## src/rtl/wpr_pkg.sv

```systemverilog
package wpr_pkg;
  localparam int REG_W   = 8;
  localparam int BIT_LCK = 7;
  localparam int BIT_RSH = 4;
  localparam int BIT_RSL = 3;
  localparam int BIT_WEN = 1;

  typedef enum logic [1:0] {
    RANGE_NONE    = 2'b00,
    RANGE_QUARTER = 2'b01,
    RANGE_HALF    = 2'b10,
    RANGE_ALL     = 2'b11
  } rangeSel_e;

  typedef struct packed {
    logic wenLoad;
    logic wenValue;
    logic wenClear;
    logic nvLoad;
  } wprStrobe_t;
endpackage

```

## src/rtl/wpr_ctrl.sv

```systemverilog
module wpr_ctrl
  import wpr_pkg::*;
(
  input  logic       clk,
  input  logic       rstN,
  input  logic       wrReq,
  input  logic       regSel,
  input  logic [7:0] wrData,
  input  logic       wpPin,
  input  logic       nvDone,
  input  logic       wenBit,
  input  logic       lockEn,
  input  logic       inRange,
  output wprStrobe_t strobe,
  output logic       wrPermit
);
  logic regWrite;
  logic locked;

  assign regWrite = wrReq && regSel;
  assign locked   = lockEn && wpPin;

  always_comb begin
    strobe          = '0;
    strobe.wenClear = nvDone;
    strobe.wenLoad  = regWrite && !nvDone;
    strobe.wenValue = wrData[BIT_WEN];
    strobe.nvLoad   = regWrite && wenBit && !locked;
  end

  assign wrPermit = wrReq && !regSel && wenBit && !inRange;

  // done pulse and a load must never both be issued
  a_r9_clear_wins: assert property (@(posedge clk) disable iff (!rstN)
    !(strobe.wenClear && strobe.wenLoad));
  // no nonvolatile load while locked
  a_r7_no_load_locked: assert property (@(posedge clk) disable iff (!rstN)
    (lockEn && wpPin) |-> !strobe.nvLoad);
endmodule

```

## src/rtl/wpr_data.sv

```systemverilog
module wpr_data
  import wpr_pkg::*;
#(
  parameter int ADDR_W = 12
) (
  input  logic              clk,
  input  logic              rstN,
  input  wprStrobe_t        strobe,
  input  logic [7:0]        wrData,
  input  logic [ADDR_W-1:0] wrAddr,
  output logic              wenBit,
  output logic              lockEn,
  output logic              inRange,
  output logic [7:0]        regRdData
);
  localparam int MSB = ADDR_W - 1;

  logic      wenQ;
  logic      lockQ;
  rangeSel_e rangeQ;

  always_ff @(posedge clk or negedge rstN) begin
    if (!rstN) begin
      wenQ   <= 1'b0;
      lockQ  <= 1'b0;
      rangeQ <= RANGE_NONE;
    end else begin
      if (strobe.wenClear)     wenQ <= 1'b0;
      else if (strobe.wenLoad) wenQ <= strobe.wenValue;
      if (strobe.nvLoad) begin
        lockQ  <= wrData[BIT_LCK];
        rangeQ <= rangeSel_e'({wrData[BIT_RSH], wrData[BIT_RSL]});
      end
    end
  end

  always_comb begin
    unique case (rangeQ)
      RANGE_NONE:    inRange = 1'b0;
      RANGE_QUARTER: inRange = &wrAddr[MSB -: 2];
      RANGE_HALF:    inRange = wrAddr[MSB];
      default:       inRange = 1'b1;
    endcase
  end

  always_comb begin
    regRdData          = '0;
    regRdData[BIT_LCK] = lockQ;
    regRdData[BIT_RSH] = rangeQ[1];
    regRdData[BIT_RSL] = rangeQ[0];
    regRdData[BIT_WEN] = wenQ;
  end

  assign wenBit = wenQ;
  assign lockEn = lockQ;

  // the done pulse leaves write-enable cleared
  a_r9_done_clears: assert property (@(posedge clk) disable iff (!rstN)
    strobe.wenClear |=> !wenQ);
  // without a load the protection bits hold
  a_r5_hold_nv: assert property (@(posedge clk) disable iff (!rstN)
    !strobe.nvLoad |=> ($stable(lockQ) && $stable(rangeQ)));
endmodule

```

## src/rtl/wpr_guard.sv

```systemverilog
module wpr_guard
  import wpr_pkg::*;
#(
  parameter int ADDR_W = 12
) (
  input  logic              clk,
  input  logic              rstN,
  input  logic              wrReq,
  input  logic              regSel,
  input  logic [ADDR_W-1:0] wrAddr,
  input  logic [7:0]        wrData,
  input  logic              wpPin,
  input  logic              nvDone,
  output logic              wrPermit,
  output logic [7:0]        regRdData
);
  wprStrobe_t strobe;
  logic wenBit, lockEn, inRange;

  wpr_ctrl u_ctrl (
    .clk(clk), .rstN(rstN), .wrReq(wrReq), .regSel(regSel),
    .wrData(wrData), .wpPin(wpPin), .nvDone(nvDone),
    .wenBit(wenBit), .lockEn(lockEn), .inRange(inRange),
    .strobe(strobe), .wrPermit(wrPermit)
  );

  wpr_data #(.ADDR_W(ADDR_W)) u_data (
    .clk(clk), .rstN(rstN), .strobe(strobe), .wrData(wrData),
    .wrAddr(wrAddr), .wenBit(wenBit), .lockEn(lockEn),
    .inRange(inRange), .regRdData(regRdData)
  );

  // a permit needs write-enable as read back
  a_r3_permit_needs_wen: assert property (@(posedge clk) disable iff (!rstN)
    wrPermit |-> regRdData[BIT_WEN]);
  // code 11 blocks every array write
  a_r6_all_blocked: assert property (@(posedge clk) disable iff (!rstN)
    (regRdData[BIT_RSH] && regRdData[BIT_RSL]) |-> !wrPermit);
  // unused bits read as zero
  a_r2_zero_bits: assert property (@(posedge clk) disable iff (!rstN)
    (regRdData & 8'h65) == 8'h00);
  // permit only for an array request
  a_r10_array_only: assert property (@(posedge clk) disable iff (!rstN)
    wrPermit |-> (wrReq && !regSel));
endmodule

```

## config.mk

```make
export PLATFORM = sky130hd
export DESIGN_NAME = wpr_guard
export DESIGN_NICKNAME = d
export VERILOG_FILES = /design/src/rtl/wpr_pkg.sv /design/src/rtl/wpr_ctrl.sv /design/src/rtl/wpr_data.sv /design/src/rtl/wpr_guard.sv
export SDC_FILE = /design/constraint.sdc
export NUM_CORES = 1
export LEC_CHECK = 0
export ABC_AREA = 1
export BUFFER_PORTS_ARGS = -buffer_cell sky130_fd_sc_hd__buf_2
export CAP_MARGIN = 10
export CORE_AREA = 2 2 39 41
export DETAILED_ROUTE_END_ITERATION = 8
export DIE_AREA = 0 0 41 43
export GPL_TIMING_DRIVEN = 0
export PLACE_DENSITY_LB_ADDON = 0.3
export SKIP_CTS_REPAIR_TIMING = 1
export SLEW_MARGIN = 20
export SYNTH_ARGS = -nofsm -noshare
export SYNTH_HDL_FRONTEND = slang
export SYNTH_SLANG_ARGS = --single-unit
export TNS_END_PERCENT = 50
```

## constraint.sdc

```tcl
create_clock -name clk -period 2 [get_ports clk]
set_clock_uncertainty 0.15 [all_clocks]
set_input_delay 0.3 -clock clk [delete_from_list [all_inputs] [get_ports clk]]
set_output_delay 0.3 -clock clk [all_outputs]
set_load 0.1 [all_outputs]
```

Word-level counts from Yosys, hierarchy flattened
Index checks and enable logic that the tools add are counted.
{"block": "word_totals", "out_inout_bits": 9, "in_bits": 26, "wordCells": 23, "reg_bits": 4}
{"block": "classes", "reduce_logical": 15, "eq_ne": 2, "mux": 3}
{"operator": "$logic_and A1 B1 Y1", "n": 8}
{"operator": "$logic_not A1 Y1", "n": 4}
{"operator": "$pmux W1 S3", "n": 1}
{"operator": "$eq A2 B1 Y1 const B", "n": 1}
{"operator": "$eq A2 B2 Y1 const B", "n": 1}
{"operator": "$logic_not A2 Y1", "n": 1}
{"operator": "$mux W1", "n": 2}
{"operator": "$reduce_and A2 Y1", "n": 1}
{"operator": "$reduce_bool A2 Y1", "n": 1}

Logic depth before layout (Yosys ltp)
Gate-level depths: netlist of run 1.
{"block": "depth", "depth_word": 4, "ltp_mapped": 5, "depth_no_buf": 5}

Cells and area by module
A second synthesis of run 1 with hierarchy kept.
{"block": "unflattened", "cells_unflattened": 41, "area_unflattened_um2": 277.8}
{"mod": "wpr_data", "seq_area_each_um2": 100.1, "area_per_inst_um2": 220.2, "cells_each": 28, "n_inst": 1}
{"mod": "wpr_ctrl", "seq_area_each_um2": 0.0, "area_per_inst_um2": 57.6, "cells_each": 13, "n_inst": 1}

Least setup slack after synthesis of run 1
Ideal clock, no wire load.
{"block": "synth_path", "kind": "flip-flop to output port", "from": "reg u_data.rangeQ[0]", "to": "out wrPermit", "required_ns": 1.550, "arrival_ns": 2.317, "stages_incl_launch_ff": 3, "slack_ns": -0.767, "path_buffers": 0, "cell_sequence": "dfrtp_1 -> o21a_1 -> nor2_1"}
{"block": "synth_via", "elab_chain_len": 4, "word_cells_on_any_way": 6, "cone_classes": "2 x eq/ne; 1 x mux; 3 x reduce/logical"}
{"element": "start: declaration", "line": "wpr_data.sv:20", "source": "rangeSel_e rangeQ;"}
{"element": "start signal: assignment", "line": "wpr_data.sv:32", "source": "rangeQ <= rangeSel_e'({wrData[BIT_RSH], wrData[BIT_RSL]});"}
{"element": "$eq A2 B2 Y1, or another cell as far along", "line": "wpr_data.sv:38", "source": "unique case (rangeQ)"}
{"element": "$pmux W1 S3 (*)", "line": "wpr_data.sv:38"}
{"element": "$logic_not A1 Y1 (*)", "line": "wpr_ctrl.sv:31", "source": "assign wrPermit = wrReq && !regSel && wenBit && !inRange;"}
{"element": "$logic_and A1 B1 Y1 (*)", "line": "wpr_ctrl.sv:31"}
{"element": "end: declaration", "line": "wpr_guard.sv:14", "source": "output logic wrPermit,"}
Every way passes the cells marked *; elsewhere a longest branch is shown, timed or not.

Worst setup path after layout of run 1
{"block": "layout_path", "from": "reg u_data.wenQ (netlist: u_data.wenBit)", "to": "out wrPermit"}
{"block": "layout_via", "elab_chain_len": 2}
{"element": "start: declaration", "line": "wpr_data.sv:18", "source": "logic wenQ;"}
{"element": "start signal: assignment", "line": "wpr_data.sv:29", "source": "else if (strobe.wenLoad) wenQ <= strobe.wenValue;"}
{"element": "$logic_and A1 B1 Y1 (2 in series)", "line": "wpr_ctrl.sv:31"}
Every way passes these cells.

==> results of run 1 <==
-- logic make-up (layout without fill, tap and decap cells) --
logic type	after synthesis	count (layout)	share of synthesized area, %
buf+inv	7	28	19.0
compound gates	2	2	4.88
simple gates	19	19	35.6
flops	4	4	39.0
other cells	1	4	1.46
-- through the flow --
step,total power (uW),hold WS [ns]
6_report,472,0.0756
5_1_grt,498,0.0805
4_1_cts,477,-0.294
3_5_place_dp,362,-0.0373
3_3_place_gp,361,-0.0399
2_1_floorplan,323,-0.146
-- how the worst max path moves through the flow --
| stage | to | slack [ns] | cells after the start |
|---|---|---|---|
| after floorplan | wrPermit | 0.07 | 2 |
| after global placement | wrPermit | 0.38 | 5 |
| after detailed placement | wrPermit | 0.37 | 5 |
| after CTS | wrPermit | 0.13 | 5 |
| after global routing | wrPermit | 0.02 | 5 |
| final | wrPermit | 0.15 | 5 |
-- per-layer routing --
| layer | wire, um | up-vias | track usage (%) | share of wire [%] |
|---|---|---|---|---|
| li1 | - | 142 | - | - |
| met1 | 240 | 104 | 7.82 | 43 |
| met2 | 230 | 17 | 8.13 | 41 |
| met3 | 81 | 2 | 3.14 | 15 |
| met4 | 5 | 0 | 6.00 | 0.90 |
| met5 | 0 | - | 0 | 0 |
-- cell usage after synthesis --
cell type  count
a21oi_1        1
buf_4          6
conb_1         1
dfrtp_1        4
inv_2          1
nand2_1        7
nand2_2        2
nand3_1        5
nor2_1         3
nor2_4         1
nor3_1         1
o21a_1         1
-- final cells by class --
cell class | count | area (um^2)
Inverter | 1 | 3.75
Buffer | 6 | 45.0
Fill cell | 163 | 971
Tap cell | 16 | 20.0
Multi-Input combinational cell | 25 | 126
Sequential cell | 4 | 101
Clock buffer | 4 | 26.3
Timing Repair Buffer | 17 | 90.1
-- report_power, final --
| group | internal [uW] | switching (uW) |
|---|---|---|
| clock network | 75.1 | 36.4 |
| logic | 46.8 | 199 |
| registers | 99.7 | 15.0 |
-- registers in the layout (all words and copies together) (netlist names) --
name and count:
u_data.rangeQ 2, u_data.wenBit 1, u_data.lockEn 1
==> results by group, run 1 <==
Status
  • Status: finished, final reports clean

Finish
  • Nets: 84
  • Final Instance Area: 413 um^2
  • Commonest cells after routing, fill and taps aside: 16 x buf_2, 7 x nand2_1, 6 x buf_4
  • Non-Filler Instances: 73
  • Layout cell share with drive strength beyond 1: 54.4%
  • Most common cell after layout, fill and taps aside: buf_2
  • Utilization after layout: 29.8%
  • Ant diodes: 0
  • Area Overhead vs Synth: 61.0%

Synth
  • Seq/Total Area, Yosys: 39.0%
  • Cell Area, Synth: 256 um^2
  • Yosys top cell area share: 39.0%
  • Largest area contributor in the netlist: dfrtp_1
  • Library cells used by synthesis: 12
  • Syn. warnings: 0
  • Syn avg cell area: 7.77 um^2
  • Post-Syn Instances: 33
  • FF+latch count, synth: 4
  • Leading post-synthesis cells by cell area: dfrtp_1 39%, buf_4 18%, nand2_1 10%

Worst setup path
  • Critical Path Source: u_data.wenBit
  • Largest stage delay, worst path: 0.42 ns
  • Worst setup SP type: flip-flop
  • Crit path max fanout: 3
  • R2r endpoint: u_data.rangeQ[0]
  • WP data arrival: 1.40 ns
  • Critical path's slowest cell: buf_2
  • CP endpoint kind: primary output
  • R2R Setup Slk: 1.00 ns
  • Buffer and inverter count on the worst path: 2
  • Delay-heaviest family, CP: buffers and inverters
  • Required time of the critical path: 1.55 ns
  • Worst-path cell chain: inv_2 -> nor2_1 -> nand3_1 -> nor2_4 -> buf_2
  • Crit Path Class: reg -> out
  • Worst reg2reg path startpoint: u_data.wenBit
  • Worst Reg-to-Reg Cells: 5

Die
  • Die Wd: 41 um
  • Die area: 1760 um^2
  • Ports: 35
  • Chip height: 43 um
  • Core box area: 1380 um^2
  • Row count: 14
  • Starting Density: 18.5%

Detailed routing
  • Vias: 265
  • Final ANT Viol Nets: 0
  • Detailed Routing Iterations Pass 1: 1
  • Vias per cell: 3.63
  • Drt total wl: 558 um
  • Remaining DRCs: 0
  • Drt wl/cell: 7.64 um
  • Iteration-0 DRC Markers: 0

Place
  • Final HPWL DP: 472 um
  • Dpl ws: 0.368 ns
  • Routability cong.: 0.628
  • Placed Area: 377 um^2
  • Dpl cells: 68
  • Port-buffer cells: 16

GRT
  • Number of global-route vias before repair: 197
  • First-pass GRT wire length: 731 um
  • Overflow after GRT: 0
  • Initial antenna violation count: 0
  • Total GRT Usage: 6.55%
  • Maximum number of pins on one net before global-route repair: 5

Clock network
  • Worst-path clk slew: 0.04 ns
  • Total clock sinks: 4
  • Clock buffer depth: 2
  • CTS tree: done
  • CTS Root Cell: clkbuf_4
  • CTS buffer count: 3
  • H-tree depth: 1
  • Worst skew pair latency: 0.23 ns

Power and ir drop
  • Leak: 0.000227 uW
  • Maximum VDD drop: 0.267 mV
  • Power per Cell Area: 1140 nW/um^2

Timing
  • Final hold vios: 0
  • Final Setup Violations: 0
  • Fmax: 541 MHz
  • Post-Route Setup TNS: 0 ns
  • Final worst path period need: 1.85 ns
  • Setup ws final: 0.153 ns
  • RSZ-0062 raised after global routing: no
  • Final Cycle Share: 92.4%
  • Slew Limit Fails: 0

Flow run
  • Max Cap Viol: 0

Hold path
  • Hold path start: nvDone
  • Hold path depth: 2
  • WHS Endpoint: u_data.wenBit
  • Hold Crit Class: in -> reg
No activity file was read; power rests on OpenSTA's default activity.
==> run 2: changes to the inputs <==
--- a/config.mk
+++ b/config.mk
@@ -6,7 +6,7 @@
 export NUM_CORES = 1
 export LEC_CHECK = 0
 export ABC_AREA = 1
-export BUFFER_PORTS_ARGS = -buffer_cell sky130_fd_sc_hd__buf_2
+export BUFFER_PORTS_ARGS = -buffer_cell sky130_fd_sc_hd__buf_4
 export CAP_MARGIN = 10
 export CORE_AREA = 2 2 39 41
 export DETAILED_ROUTE_END_ITERATION = 8
==> run 2 against run 1 <==
Global-route usage up 0.51 points. Die area unchanged. Worst hold slack improved by 0.0045 ns. Fmax rose by 9.1%. Final cell count is the same. Flip-flop and latch count unchanged. Combinational power rose by 7%. Highest routed layer unchanged. Clock-buffer cell count stayed put. First-iteration DRC count is 3 higher. Routed wire length shrank 3.6%. Sequential share of layout area down 2.2 points. Critical endpoint unchanged. Sequential power about the same.
==> results by group, run 2 (same netlist as run 1, synthesis figures left out) <==
Status
  • Status: finished, final reports clean (unchanged)

GRT
  • Maximum number of pins on one net before global-route repair: 5 (unchanged)
  • Number of global-route vias before repair: 192 (was 197)
  • Initial antenna violation count: 0 (unchanged)
  • Total GRT Usage: 7.06% (was 6.55%)
  • Overflow after GRT: 0 (unchanged)
  • First-pass GRT wire length: 752 um (was 731 um)

Detailed routing
  • Drt wl/cell: 7.37 um (was 7.64 um)
  • Drt total wl: 538 um (was 558 um)
  • Remaining DRCs: 0 (unchanged)
  • Vias per cell: 3.62 (was 3.63)
  • Vias: 264 (was 265)
  • Iteration-0 DRC Markers: 3 (was 0)
  • Detailed Routing Iterations Pass 1: 4 (was 1)
  • Final ANT Viol Nets: 0 (unchanged)

Die
  • Die Wd: 41 um (unchanged)
  • Core box area: 1380 um^2 (unchanged)
  • Die area: 1760 um^2 (unchanged)
  • Chip height: 43 um (unchanged)
  • Ports: 35 (unchanged)
  • Row count: 14 (unchanged)
  • Starting Density: 18.5% (unchanged)

Finish
  • Biggest register: u_data.rangeQ (unchanged)
  • Max reg flops: 2 (unchanged)
  • Ant diodes: 0 (unchanged)
  • Nets: 84 (unchanged)
  • Layout cell share with drive strength beyond 1: 54.4% (unchanged)
  • Most common cell after layout, fill and taps aside: buf_4 (was buf_2)
  • Area Overhead vs Synth: 76.6% (was 61.0%)
  • Commonest cells after routing, fill and taps aside: 22 x buf_4, 7 x nand2_1, 5 x nand3_1 (was 16 x buf_2, 7 x nand2_1, 6 x buf_4)

Worst setup path
  • Required time of the critical path: 1.55 ns (about the same)
  • CP endpoint kind: primary output (unchanged)
  • Crit path max fanout: 3 (unchanged)
  • Worst setup SP type: flip-flop (unchanged)
  • Crit Path Class: reg -> out (unchanged)
  • WP data arrival: 1.24 ns (was 1.40 ns)

Timing
  • RSZ-0062 raised after global routing: no (unchanged)
  • Final worst path period need: 1.69 ns (was 1.85 ns)
  • Fmax: 590 MHz (was 541 MHz)
  • Final hold vios: 0 (unchanged)
  • Final Setup Violations: 0 (unchanged)
  • Slew Limit Fails: 0 (unchanged)
  • Worst hold margin: 0.0801 ns (was 0.0756 ns)
  • Final Cycle Share: 84.7% (was 92.4%)
  • Post-Route Setup TNS: 0 ns (unchanged)

Power and ir drop
  • Leak: 0.000238 uW (was 0.000227 uW)
  • Maximum VDD drop: 0.305 mV (was 0.267 mV)
  • Power per Cell Area: 1070 nW/um^2 (was 1140 nW/um^2)

Place
  • Final HPWL DP: 476 um (was 472 um)
  • Port-buffer cells: 16 (unchanged)
  • Routability cong.: 0.604 (was 0.628)

Flow run
  • Max Cap Viol: 0 (unchanged)

Clock network
  • Worst skew pair latency: 0.24 ns (was 0.23 ns)
  • CTS buffer count: 3 (unchanged)
  • CTS Root Cell: clkbuf_4 (unchanged)
  • H-tree depth: 1 (unchanged)
  • Worst-path clk slew: 0.03 ns (was 0.04 ns)
  • Clock buffer depth: 2 (unchanged)
  • Total clock sinks: 4 (unchanged)
  • CTS tree: done (unchanged)

Hold path
  • Hold Crit Class: in -> reg (unchanged)
[run 2: final timing paths]
kind                       depth (start not counted)  slack, ns               end           from
setup / recovery                                   5       0.31          wrPermit  u_data.wenBit
min in group asynchronous                          2       0.24  u_data.rangeQ[0]           rstN
hold reg to reg                                    2       0.36     u_data.lockEn  u_data.lockEn
setup reg to reg                                   5       1.01     u_data.lockEn  u_data.wenBit
hold / removal                                     2       0.08     u_data.wenBit         nvDone
max in group asynchronous                          2       1.35  u_data.rangeQ[0]           rstN
[run 2: final cells by class]
class / count / area, um^2
buffer: 6 / 45.0
clock buffer: 4 / 26.3
fill: 156 / 931
inverter: 1 / 3.75
multi-input combinational: 25 / 126
sequential: 4 / 101
tap: 16 / 20.0
timing repair buffer: 17 / 130
[run 2: power breakdown]
group,total [uW],internal [uW],switching [uW]
Sequential,115,99.7,15.6
Combinational,262,63.3,199
Clock,108,74.9,33.5
[run 2: layer usage]
metal | track usage, % | wire length, um | up-vias
li1 | - | - | 146
met1 | 9.48 | 212 | 101
met2 | 7.19 | 233 | 15
met3 | 3.14 | 85 | 2
met4 | 8.00 | 7 | 0
met5 | 0 | 0 | -
[run 2: through the flow]
stage / setup slack, ns / util (%) / area, um^2 / instances / total power [uW]
floorplan: 0.0715 / - / 277 / 36 / 323
global placement: 0.509 / 30.1 / 417 / 68 / 378
detailed placement: 0.511 / 30.1 / 417 / 68 / 379
CTS: 0.286 / 32.0 / 443 / 72 / 491
global route: 0.189 / 32.7 / 453 / 73 / 512
finish: 0.306 / 32.7 / 453 / 73 / 486
[run 2: worst max-delay path, cell delays in order, from the launching register on]
cell and delay, ns:
dfrtp_1 0.36, inv_2 0.06, nor2_1 0.08, nand3_1 0.12
nor2_4 0.11, buf_4 0.28
==> run 3: changes to the inputs <==
==> constraint.sdc (replaced) <==
create_clock -name clk -period 1.4 [get_ports clk]
set_clock_uncertainty 0.15 [all_clocks]
set_input_delay 0.21 -clock clk [delete_from_list [all_inputs] [get_ports clk]]
set_output_delay 0.21 -clock clk [all_outputs]
set_load 0.1 [all_outputs]
==> run 3 against run 2 <==
The run now ends with setup timing left. Worst setup slack worse by 0.49 ns. First-iteration DRC count stayed put. Core utilization is 2.6 points higher. Routed wire length is 7.2% higher. Total power is 47% higher. Critical path depth is 2 lower. Via count is 7.6% higher. Final cell count is 1.4% higher. Sequential share of layout area is 0.89 points lower. Combinational power is 46% higher.
==> results by group, run 3 (same netlist as run 1, synthesis figures left out) <==
Status
  • Status: finished with violations (was finished, final reports clean)
  • Failing checks: setup timing

Worst setup path
  • Largest stage delay, worst path: 0.49 ns (was 0.36 ns)
  • WP data arrival: 1.22 ns (was 1.24 ns)
  • Worst setup SP type: flip-flop (unchanged)
  • Required time of the critical path: 1.04 ns (was 1.55 ns)
  • Worst-path cell chain: o21a_1 -> nor2_4 -> buf_12 (was inv_2 -> nor2_1 -> nand3_1 -> nor2_4 -> buf_4)
  • Critical path's slowest cell: dfrtp_4 (was dfrtp_1)
  • Crit Path Class: reg -> out (unchanged)
  • Delay-heaviest family, CP: flip-flops (unchanged)
  • Crit path max fanout: 4 (was 3)
  • Buffer and inverter count on the worst path: 1 (was 2)
  • CP endpoint kind: primary output (unchanged)

Detailed routing
  • Met1 WL: 191 um (was 212 um)
  • Routed wl met3: 93 um (was 85 um)
  • Iteration-0 DRC Markers: 3 (unchanged)
  • Highest Signal Layer: met4 (unchanged)
  • Final ANT Viol Nets: 0 (unchanged)
  • Detailed Routing Iterations Pass 1: 4 (unchanged)
  • Metal2 WL: 270 um (was 233 um)
  • Vias per cell: 3.84 (was 3.62)
  • Drt total wl: 577 um (was 538 um)
  • Vias: 284 (was 264)
  • Drt wl/cell: 7.80 um (was 7.37 um)
  • Remaining DRCs: 0 (unchanged)

Finish
  • Most common cell after layout, fill and taps aside: buf_4 (unchanged)
  • Fillers: 146 (was 156)
  • Nets: 85 (was 84)
  • Final Instance Area: 489 um^2 (was 453 um^2)
  • Area Overhead vs Synth: 90.7% (was 76.6%)
  • Biggest register: u_data.rangeQ (unchanged)
  • Max reg flops: 2 (unchanged)
  • Layout cell share with drive strength beyond 1: 58.6% (was 54.4%)
  • Non-Filler Instances: 74 (was 73)
  • Commonest cells after routing, fill and taps aside: 21 x buf_4, 7 x nand2_1, 4 x conb_1 (was 22 x buf_4, 7 x nand2_1, 5 x nand3_1)
  • Ant diodes: 0 (unchanged)

GRT
  • Initial antenna violation count: 0 (unchanged)
  • Maximum number of pins on one net before global-route repair: 5 (unchanged)
  • First-pass GRT wire length: 848 um (was 752 um)
  • Total GRT Usage: 7.87% (was 7.06%)
  • Overflow after GRT: 0 (unchanged)
  • Number of global-route vias before repair: 229 (was 192)

Power and ir drop
  • Maximum VDD drop: 0.343 mV (was 0.305 mV)
  • Int Power: 350 uW (was 238 uW)
  • Sw Ratio: 51.1% (was 51.0%)
  • Power Total: 716 uW (was 486 uW)
  • Power per Cell Area: 1460 nW/um^2 (was 1070 nW/um^2)
  • Combinational cell fraction of total power: 53.3% (was 53.9%)
  • Switching power: 366 uW (was 248 uW)
  • Leak: 0.000245 uW (was 0.000238 uW)
  • Sequential Power Share: 24.0% (was 23.7%)
  • Part of the power in the clock network: 22.7% (was 22.3%)

Clock network
  • Worst-path clk slew: 0.04 ns (was 0.03 ns)
  • CTS Root Cell: clkbuf_4 (unchanged)
  • Total clock sinks: 4 (unchanged)
  • CTS tree: done (unchanged)
  • CTS buffer count: 3 (unchanged)
  • Clock buffer depth: 2 (unchanged)
  • Worst skew pair latency: 0.24 ns (about the same)
  • H-tree depth: 1 (unchanged)

Hold path
  • Hold Crit Class: in -> reg (unchanged)

Timing
  • Final Setup Violations: 1 (was 0)
  • Post-Route Setup TNS: -0.183 ns (was 0 ns)
  • Slew Limit Fails: 0 (unchanged)
  • Final worst path period need: 1.58 ns
  • Fmax: 632 MHz
  • Final hold vios: 0 (unchanged)
  • RSZ-0062 raised after global routing: yes (was no)
  • Setup ws final: -0.183 ns (was 0.306 ns)
  • Final Cycle Share: 113%

Die
  • Row count: 14 (unchanged)
  • Ports: 35 (unchanged)
  • Chip height: 43 um (unchanged)
  • Die area: 1760 um^2 (unchanged)
  • Starting Density: 18.5% (unchanged)
  • Die Wd: 41 um (unchanged)
  • Core box area: 1380 um^2 (unchanged)

Place
  • Final HPWL DP: 482 um (was 476 um)
  • Port-buffer cells: 16 (unchanged)
  • Dpl cells: 68 (unchanged)
  • Dpl ws: -0.00925 ns (was 0.511 ns)
  • Routability cong.: 0.648 (was 0.604)
  • Placed Area: 425 um^2 (was 417 um^2)

Flow run
  • Max Cap Viol: 0 (unchanged)
==> run 3: worst min-delay path, cell delays in order <==
cell	delay [ns]
buf_4	0.08
nand3_1	0.06
nand2_1	0.06
==> run 3: metrics by stage <==
step | util (%) | hold WS (ns)
3_3_place_gp | 30.7 | -0.143
2_1_floorplan | - | -0.236
3_5_place_dp | 30.7 | -0.141
5_1_grt | 35.4 | 0.0542
6_report | 35.4 | 0.0526
4_1_cts | 32.6 | -0.401
==> run 3: routing by layer <==
| metal | track usage [%] | vias up |
|---|---|---|
| met1 | 8.50 | 118 |
| li1 | - | 145 |
| met2 | 10.6 | 19 |
| met4 | 8.00 | 0 |
| met5 | 0 | - |
| met3 | 3.14 | 2 |
==> run 3: worst paths after layout <==
kind	depth (start not counted)	end	start	slack, ns
hold reg to reg	2	u_data.rangeQ[1]	u_data.rangeQ[1]	0.35
setup reg to reg	5	u_data.lockEn	u_data.wenBit	0.40
hold / removal	3	u_data.lockEn	wrData[7]	0.05
min in group asynchronous	2	u_data.rangeQ[0]	rstN	0.15
setup / recovery	3	wrPermit	u_data.rangeQ[0]	-0.18
max in group asynchronous	2	u_data.rangeQ[0]	rstN	0.84
==> run 3: final cells by class <==
type | count | area [um^2] | area share (%)
plain buffers | 6 | 45.0 | 9.21
clock buffers | 4 | 26.3 | 5.37
inverters | 1 | 3.75 | 0.767
multi-input cells | 25 | 136 | 27.9
flip-flops and latches | 4 | 105 | 21.5
well taps | 16 | 20.0 | 4.09
repair buffers | 18 | 153 | 31.2
==> run 3: power groups by stage <==
| stage | Sequential (uW) | Combinational (uW) | Clock, uW |
|---|---|---|---|
| 2_1_floorplan | 280 | 189 | 0 |
| 3_3_place_gp | 173 | 374 | 0 |
| 3_5_place_dp | 174 | 376 | 0 |
| 4_1_cts | 173 | 376 | 167 |
| 5_1_grt | 178 | 400 | 175 |
| 6_report | 172 | 382 | 162 |
